<file path="config.mk">
export PLATFORM = sky130hd
export DESIGN_NAME = exc_ctrl
export DESIGN_NICKNAME = d
export VERILOG_FILES = /design/src/rtl/exc_pkg.sv /design/src/rtl/exc_control.sv /design/src/rtl/exc_datapath.sv /design/src/rtl/exc_ctrl.sv
export SDC_FILE = /design/constraint.sdc
export NUM_CORES = 1
export LEC_CHECK = 0
export ABC_AREA = 1
export BUFFER_PORTS_ARGS = -buffer_cell sky130_fd_sc_hd__buf_2
export CORE_ASPECT_RATIO = 0.8
export CORE_MARGIN = 4
export CORE_UTILIZATION = 40
export DETAILED_ROUTE_END_ITERATION = 12
export PLACE_DENSITY = 0.73
export SETUP_SLACK_MARGIN = 0.5
export SLEW_MARGIN = 20
export SYNTH_ARGS = -nofsm -noshare
export SYNTH_HDL_FRONTEND = slang
export SYNTH_SLANG_ARGS = --single-unit
</file>
<file path="constraint.sdc">
create_clock -name clk -period 2.8 [get_ports clk]
set_input_delay 0.56 -clock clk [delete_from_list [all_inputs] [get_ports clk]]
set_output_delay 0.56 -clock clk [all_outputs]
set_load 0.1 [all_outputs]
</file>
<file path="src/rtl/exc_pkg.sv">
package exc_pkg;
  localparam int NUM_CAUSES = 2;
  localparam int CAUSE_W    = (NUM_CAUSES > 1) ? $clog2(NUM_CAUSES) : 1;

  localparam logic [CAUSE_W-1:0] CAUSE_UNDEF = CAUSE_W'(0);
  localparam logic [CAUSE_W-1:0] CAUSE_OVFL  = CAUSE_W'(1);

  // strobes from control to datapath
  typedef struct packed {
    logic capture;  // record EPC and cause this edge
    logic selEx;    // execute-stage fault is the winner
    logic restart;  // return path: drive refetch address
  } ctrlStrobes_t;
endpackage

</file>
<file path="src/rtl/exc_control.sv">
module exc_control
  import exc_pkg::*;
(
  input  logic         clk,
  input  logic         rstN,
  input  logic         idFault,
  input  logic         exFault,
  input  logic         eret,
  output ctrlStrobes_t strobes,
  output logic         flushIf,
  output logic         flushId,
  output logic         flushEx,
  output logic         pcLoad,
  output logic         excLevel
);
  logic levelQ;
  logic take;
  logic restart;

  // the execute-stage instruction is older, so it outranks decode
  assign take    = !levelQ && (idFault || exFault);
  assign restart = levelQ && eret;

  always_comb begin
    strobes.capture = take;
    strobes.selEx   = exFault;
    strobes.restart = restart;
  end

  assign flushIf  = take;
  assign flushId  = take;
  assign flushEx  = take && exFault;
  assign pcLoad   = take || restart;
  assign excLevel = levelQ;

  always_ff @(posedge clk) begin
    if (!rstN) begin
      levelQ <= 1'b0;
    end else if (take) begin
      levelQ <= 1'b1;
    end else if (restart) begin
      levelQ <= 1'b0;
    end
  end
endmodule

</file>
<file path="src/rtl/exc_datapath.sv">
module exc_datapath
  import exc_pkg::*;
#(
  parameter int                XLEN        = 32,
  parameter logic [XLEN-1:0]   FIXED_ENTRY = 32'h8000_0180,
  parameter logic [XLEN-1:0]   VEC_BASE    = 32'hC000_0000,
  parameter logic [XLEN-1:0]   VEC_STRIDE  = 32'h0000_0020,
  parameter logic [XLEN-1:0]   INSN_BYTES  = 32'd4
) (
  input  logic               clk,
  input  logic               rstN,
  input  logic               vectorMode,
  input  ctrlStrobes_t       strobes,
  input  logic [XLEN-1:0]    idPcPlus4,
  input  logic [XLEN-1:0]    exPcPlus4,
  output logic [XLEN-1:0]    pcTarget,
  output logic [XLEN-1:0]    epcOut,
  output logic [CAUSE_W-1:0] causeOut
);
  logic [XLEN-1:0]    epcQ;
  logic [CAUSE_W-1:0] causeQ;
  logic [CAUSE_W-1:0] selCause;
  logic [XLEN-1:0]    selPc;
  logic [XLEN-1:0]    vecAddr [NUM_CAUSES];

  // vector entries computed from base and stride
  for (genvar g = 0; g < NUM_CAUSES; g++) begin : gVec
    assign vecAddr[g] = VEC_BASE + XLEN'(g) * VEC_STRIDE;
  end

  assign selCause = strobes.selEx ? CAUSE_OVFL : CAUSE_UNDEF;
  assign selPc    = strobes.selEx ? exPcPlus4 : idPcPlus4;

  always_comb begin
    if (strobes.restart) begin
      pcTarget = epcQ - INSN_BYTES;
    end else if (vectorMode) begin
      pcTarget = vecAddr[selCause];
    end else begin
      pcTarget = FIXED_ENTRY;
    end
  end

  always_ff @(posedge clk) begin
    if (!rstN) begin
      epcQ   <= '0;
      causeQ <= '0;
    end else if (strobes.capture) begin
      epcQ   <= selPc;
      causeQ <= selCause;
    end
  end

  assign epcOut   = epcQ;
  assign causeOut = causeQ;
endmodule

</file>
<file path="src/rtl/exc_ctrl.sv">
module exc_ctrl
  import exc_pkg::*;
#(
  parameter int              XLEN        = 32,
  parameter logic [XLEN-1:0] FIXED_ENTRY = 32'h8000_0180,
  parameter logic [XLEN-1:0] VEC_BASE    = 32'hC000_0000,
  parameter logic [XLEN-1:0] VEC_STRIDE  = 32'h0000_0020
) (
  input  logic               clk,
  input  logic               rstN,
  input  logic               vectorMode,
  input  logic               idFault,
  input  logic [XLEN-1:0]    idPcPlus4,
  input  logic               exFault,
  input  logic [XLEN-1:0]    exPcPlus4,
  input  logic               eret,
  output logic               flushIf,
  output logic               flushId,
  output logic               flushEx,
  output logic               pcLoad,
  output logic [XLEN-1:0]    pcTarget,
  output logic [XLEN-1:0]    epcOut,
  output logic [CAUSE_W-1:0] causeOut,
  output logic               excLevel
);
  ctrlStrobes_t strobes;

  exc_control u_control (
    .clk      (clk),
    .rstN     (rstN),
    .idFault  (idFault),
    .exFault  (exFault),
    .eret     (eret),
    .strobes  (strobes),
    .flushIf  (flushIf),
    .flushId  (flushId),
    .flushEx  (flushEx),
    .pcLoad   (pcLoad),
    .excLevel (excLevel)
  );

  exc_datapath #(
    .XLEN        (XLEN),
    .FIXED_ENTRY (FIXED_ENTRY),
    .VEC_BASE    (VEC_BASE),
    .VEC_STRIDE  (VEC_STRIDE),
    .INSN_BYTES  (XLEN'(4))
  ) u_datapath (
    .clk        (clk),
    .rstN       (rstN),
    .vectorMode (vectorMode),
    .strobes    (strobes),
    .idPcPlus4  (idPcPlus4),
    .exPcPlus4  (exPcPlus4),
    .pcTarget   (pcTarget),
    .epcOut     (epcOut),
    .causeOut   (causeOut)
  );
endmodule

</file>
[After elaboration in Yosys (flattened, before gate mapping)]
Index checks and enable logic that the tools add are counted.
Word-level totals
  register bits after elaboration: 34
  output and inout bits: 70
Operators by class
  add/subtract/negate cells: 1
  magnitude comparators: 1
  muxes and demuxes: 9
  bitwise logic cells: 1
  reduce and logical (&&, ||, !) cells: 7
Operator list (number)
  $mux 32: 5
  $sub 32x3->32 const B: 1
  $mux 6: 1
  $logic_and 1x1->1: 3
  $mux 1: 3
  $ge 2x2->1 const B: 1
  $logic_or 1x1->1: 2
  $not 1->2: 1
  $reduce_bool 2->1: 1
  $logic_not 1->1: 1

[Logic depth before layout (Yosys ltp)]
  depth in word-level cells: 7
  mapped depth: 10
  gate-level depth less buffers: 10

[By module]
A second synthesis with hierarchy kept.
Unflattened totals
  cells, all modules: 442
  area total of the unflattened synthesis: 2611.3 um^2
By module, submodules not included
  exc_datapath: times used 1, cells an instance 427, area each 2514.9 um^2, seq. area each 660.6 um^2
  exc_control: times used 1, cells an instance 15, area each 96.3 um^2, seq. area each 20.0 um^2

[Worst setup path before layout]
Ideal clock, no wire load.
  path kind: register to output
  start point: register u_datapath.epcQ[2], in the netlist u_datapath.epcOut[2]
  end point: output port pcTarget[10]
  data arrival time: 3.821 ns
  required time: 2.240 ns
  path slack: -1.581 ns
  stages on the path, launching flop included: 8
  path buffers: 0
  cells stage by stage: dfxtp_1 -> inv_1 -> ha_1 -> nand2_1 -> nor2_1 -> inv_1 -> nor3_1 -> nor3_1
Between the ends
  cells in the longest elaborated chain, start to end: 2
Ends and longest elaborated chain
  from (decl): line exc_datapath.sv:20  | logic [XLEN-1:0] epcQ;
  from (signal assigned): line exc_datapath.sv:49  | epcQ <= selPc;
  $sub 32x3->32: line exc_datapath.sv:36  | pcTarget = epcQ - INSN_BYTES;
  $mux 32: line exc_datapath.sv:35  | if (strobes.restart) begin
  to (decl): line exc_ctrl.sv:21  | output logic [XLEN-1:0] pcTarget,
No other way between the ends.

[Worst setup path in the final report]
  start point: register u_datapath.epcQ[22], in the netlist u_datapath.epcOut[22]
  end point: output port pcTarget[28]
The elaborated chain is that of the path after synthesis.

==> Flow_metrics.wiki <==
{| class="wikitable"
! Metric !! Value
|-
| Sequential-to-total area share from yosys stat || 26.1%
|-
| Final cell utilization of the core || 74.3%
|-
| Crit path DAT || 1.81 ns
|-
| Worst hold-check path type || reg -> reg
|-
| Share of post-route cells with drive strength above 1 || 50.4%
|-
| Critical Path Sink Type || primary output
|-
| Ports placed on the boundary || 140
|-
| Cell at the root of the clock tree || sky130_fd_sc_hd__clkbuf_8
|-
| Vias in the first global route || 3204
|-
| Cell Pwr Density || 539 nW/um2
|-
| Routed vias || 3518
|-
| Number of remaining DRC errors || 0
|-
| Per-cell via count in the routed design || 5.05
|-
| Number of non-filler instances in the completed layout || 697
|-
| Max FO, Critical Path || 6
|-
| Core footprint || 6340 um2
|-
| Initial core utilization || 41.1%
|-
| CTS H-Tree Depth || 2
|-
| Synthesized instance count || 466
|-
| Layout Skew || 0.00723 ns
|-
| Unrepaired setup endpoints after global routing || true
|-
| TritonCTS clock tree || yes
|-
| Num CTS Buffers || 5
|-
| Total of endpoints with negative setup slack in the final report || 0
|-
| Achievable clock frequency || 0.422 GHz
|-
| Worst slew slack as a fraction of its limit || 66.8%
|-
| Placed Cells || 675
|-
| Net Count, Synth || 537
|-
| Kind of start point of the critical path || flop
|-
| 1st-pass router iterations || 5
|-
| Number of antenna violations at the first check in global routing || 0
|-
| Measured slew at the worst slew-check pin || 0.499 ns
|-
| Die width || 98.3 um
|-
| Later-pin clock latency in the skew report || 0.29 ns
|-
| GR Util All Layers || 24.4%
|-
| Number of buffers inserted by port buffering || 139
|-
| Count of final hold-check violations || 0
|-
| Area growth syn-to-layout || 80.6%
|-
| Maximum number of pins on one net before global-route repair || 34
|-
| Yosys Warn Count || 0
|-
| Clk sinks || 34
|-
| Wire length of the first global-routing pass || 15.5 mm
|-
| Final global-route overflow total || 0
|-
| Run status || finished, final reports clean
|-
| Req. time, crit path || 2.24 ns
|-
| Floorplan die height || 80.2 um
|-
| Sum of routed wire length over all layers || 10.4 mm
|-
| Initial DRC Count || 300
|-
| Clk slew on worst S/H paths || 0.07 ns
|-
| Standby leakage power || 2.16 nW
|-
| Maximum vdd ir drop || 0.285 mV
|-
| Number of nets in the final layout || 683
|-
| DP Worst Slack || 0.503 ns
|-
| Die ar. || 7890 um2
|-
| Number of antenna-violating nets in the routed design || 0
|-
| Minimum period implied by the final worst setup slack || 2.37 ns
|-
| Reported max-cap violation count || 0
|-
| Routed wire per std cell || 15.0 um
|-
| Avg Cell Area, Syn || 5.60 um2
|-
| Gp weighted congestion || 0.960
|-
| Slew Viols, Final || 0
|-
| Post-synth cell types || 23
|-
| Type of the setup path with the least slack || reg -> out
|-
| Setup TNS Final || 0 ns
|-
| Number of placement rows || 26
|-
| Pwr Total || 2.54 mW
|-
| Count of state elements after synthesis || 34
|-
| Part of the cycle the worst path needs || 84.6%
|-
| Number of antenna cells inserted || 0
|-
| Sum of net half-perimeters after detailed placement || 7.81 mm
|-
| Netlist area before placement || 2610 um2
|-
| Number of buffers inserted for hold repair after clock tree synthesis || 0
|-
| Number of buffers between clock root and the deepest sink || 2
|-
| Final worst-path setup slack || 0.432 ns
|}
critical path: stages, from the launching register on:
cell and delay, ns:
sky130_fd_sc_hd__dfxtp_2 0.38, sky130_fd_sc_hd__nor2_1 0.17, sky130_fd_sc_hd__nand2_1 0.10, sky130_fd_sc_hd__nor2_1 0.20, sky130_fd_sc_hd__nand2_1 0.08, sky130_fd_sc_hd__o21bai_1 0.15
sky130_fd_sc_hd__nand2_1 0.12, sky130_fd_sc_hd__nor2_4 0.13, sky130_fd_sc_hd__buf_12 0.18
power by group:
part / switching [mW] / internal (mW) / leakage, nW
clock network: 0.184 / 0.198 / 0.0482
logic: 1.10 / 0.404 / 1.81
registers: 0.102 / 0.544 / 0.297
worst paths after layout:
check | start | end | slack [ns] | cells past startpoint
hold / removal | u_datapath.causeOut | u_datapath.causeOut | 0.50 | 2
setup reg to reg | u_control.excLevel | u_datapath.epcOut[15] | 1.40 | 6
setup / recovery | u_datapath.epcOut[22] | pcTarget[28] | 0.43 | 8
hold reg to reg | u_datapath.causeOut | u_datapath.causeOut | 0.50 | 2
through the flow:
step / area, um2 / hold slack [ns]
2_1_floorplan: 3020 / 0.633
3_3_place_gp: 4120 / 0.477
3_5_place_dp: 4120 / 0.487
4_1_cts: 4380 / 0.503
5_1_grt: 4710 / 0.535
6_report: 4710 / 0.499
repair_timing:
item | 4_1_cts | 5_1_grt
buffers inserted | 5 | 9
gates resized for setup | 43 | 67
pin swaps | 13 | 18
setup endpoints to repair | 23 | 24
layout make-up:
cell class	count	area [um2]
multi-input cells	337	2150
repair buffers	160	1310
well taps	84	105
clock inverters	1	5.00
flip-flops and latches	34	761
inverters	74	289
fillers	522	1630
clock buffers	7	86.3
state kept, by name, indices dropped and copies added (netlist names):
register	count
u_datapath.causeOut	1
u_control.excLevel	1
u_datapath.epcOut	32
cells by family after synthesis:
| family | Yosys count | synth area share, % |
|---|---|---|
| buffers and inverters | 95 | 14.3 |
| AO/OA/AOI/OAI | 122 | 23.7 |
| XOR/XNOR | 4 | 1.34 |
| flip-flops | 34 | 26.1 |
| adder cells (fa/ha/maj) | 1 | 0.480 |
| AND/OR/NAND/NOR | 210 | 34.1 |
synth_stat cells:
| library cell | number | area share, % |
|---|---|---|
| sky130_fd_sc_hd__ha_1 | 1 | 0.48 |
| sky130_fd_sc_hd__nand2_4 | 2 | 0.86 |
| sky130_fd_sc_hd__inv_1 | 74 | 11 |
| sky130_fd_sc_hd__o21ai_0 | 43 | 8.2 |
| sky130_fd_sc_hd__nand4_1 | 2 | 0.48 |
| sky130_fd_sc_hd__buf_1 | 3 | 0.43 |
| sky130_fd_sc_hd__nand2_2 | 1 | 0.24 |
| sky130_fd_sc_hd__nand3_2 | 2 | 0.77 |
| sky130_fd_sc_hd__a21oi_1 | 75 | 14 |
| sky130_fd_sc_hd__nor2_4 | 4 | 1.7 |
| sky130_fd_sc_hd__dfxtp_1 | 34 | 26 |
| sky130_fd_sc_hd__buf_4 | 1 | 0.29 |
| sky130_fd_sc_hd__and2_1 | 1 | 0.24 |
| sky130_fd_sc_hd__clkbuf_1 | 7 | 1.0 |
| sky130_fd_sc_hd__nand2_1 | 73 | 11 |
| sky130_fd_sc_hd__buf_2 | 10 | 1.9 |
| sky130_fd_sc_hd__nor2_1 | 105 | 15 |
| sky130_fd_sc_hd__nand3_1 | 10 | 1.9 |
| sky130_fd_sc_hd__a31oi_1 | 1 | 0.24 |
| sky130_fd_sc_hd__o21bai_1 | 3 | 0.86 |
| sky130_fd_sc_hd__xor2_1 | 4 | 1.3 |
| sky130_fd_sc_hd__nor2_2 | 6 | 1.4 |
| sky130_fd_sc_hd__nor3_1 | 4 | 0.77 |
per-layer routing:
| metal | share of wire (%) | up-vias | GRT usage [%] |
|---|---|---|---|
| li1 | - | 1773 | - |
| met1 | 41 | 1556 | 31.8 |
| met2 | 49 | 173 | 40.4 |
| met3 | 9.6 | 16 | 6.25 |
| met4 | 1.0 | 0 | 5.59 |
| met5 | 0 | - | 0 |
layout by cell type (no fill, tap or decap), types with 4 or more instances in the layout:
| cell | instances |
|---|---|
| sky130_fd_sc_hd__a21oi_1 | 66 |
| sky130_fd_sc_hd__buf_4 | 21 |
| sky130_fd_sc_hd__o21ai_0 | 35 |
| sky130_fd_sc_hd__nor2_2 | 16 |
| sky130_fd_sc_hd__dfxtp_4 | 17 |
| sky130_fd_sc_hd__nand2_1 | 57 |
| sky130_fd_sc_hd__inv_1 | 64 |
| sky130_fd_sc_hd__dfxtp_2 | 13 |
| sky130_fd_sc_hd__clkbuf_8 | 6 |
| sky130_fd_sc_hd__nor2_1 | 62 |
| sky130_fd_sc_hd__inv_2 | 6 |
| sky130_fd_sc_hd__nand3_1 | 6 |
| sky130_fd_sc_hd__dfxtp_1 | 4 |
| sky130_fd_sc_hd__nor2_4 | 37 |
| sky130_fd_sc_hd__nand2_2 | 13 |
| sky130_fd_sc_hd__buf_2 | 108 |
| sky130_fd_sc_hd__nand2_4 | 5 |
| sky130_fd_sc_hd__buf_12 | 30 |
| sky130_fd_sc_hd__a21oi_4 | 7 |
Note: power is estimated with default switching activity, not from simulation.
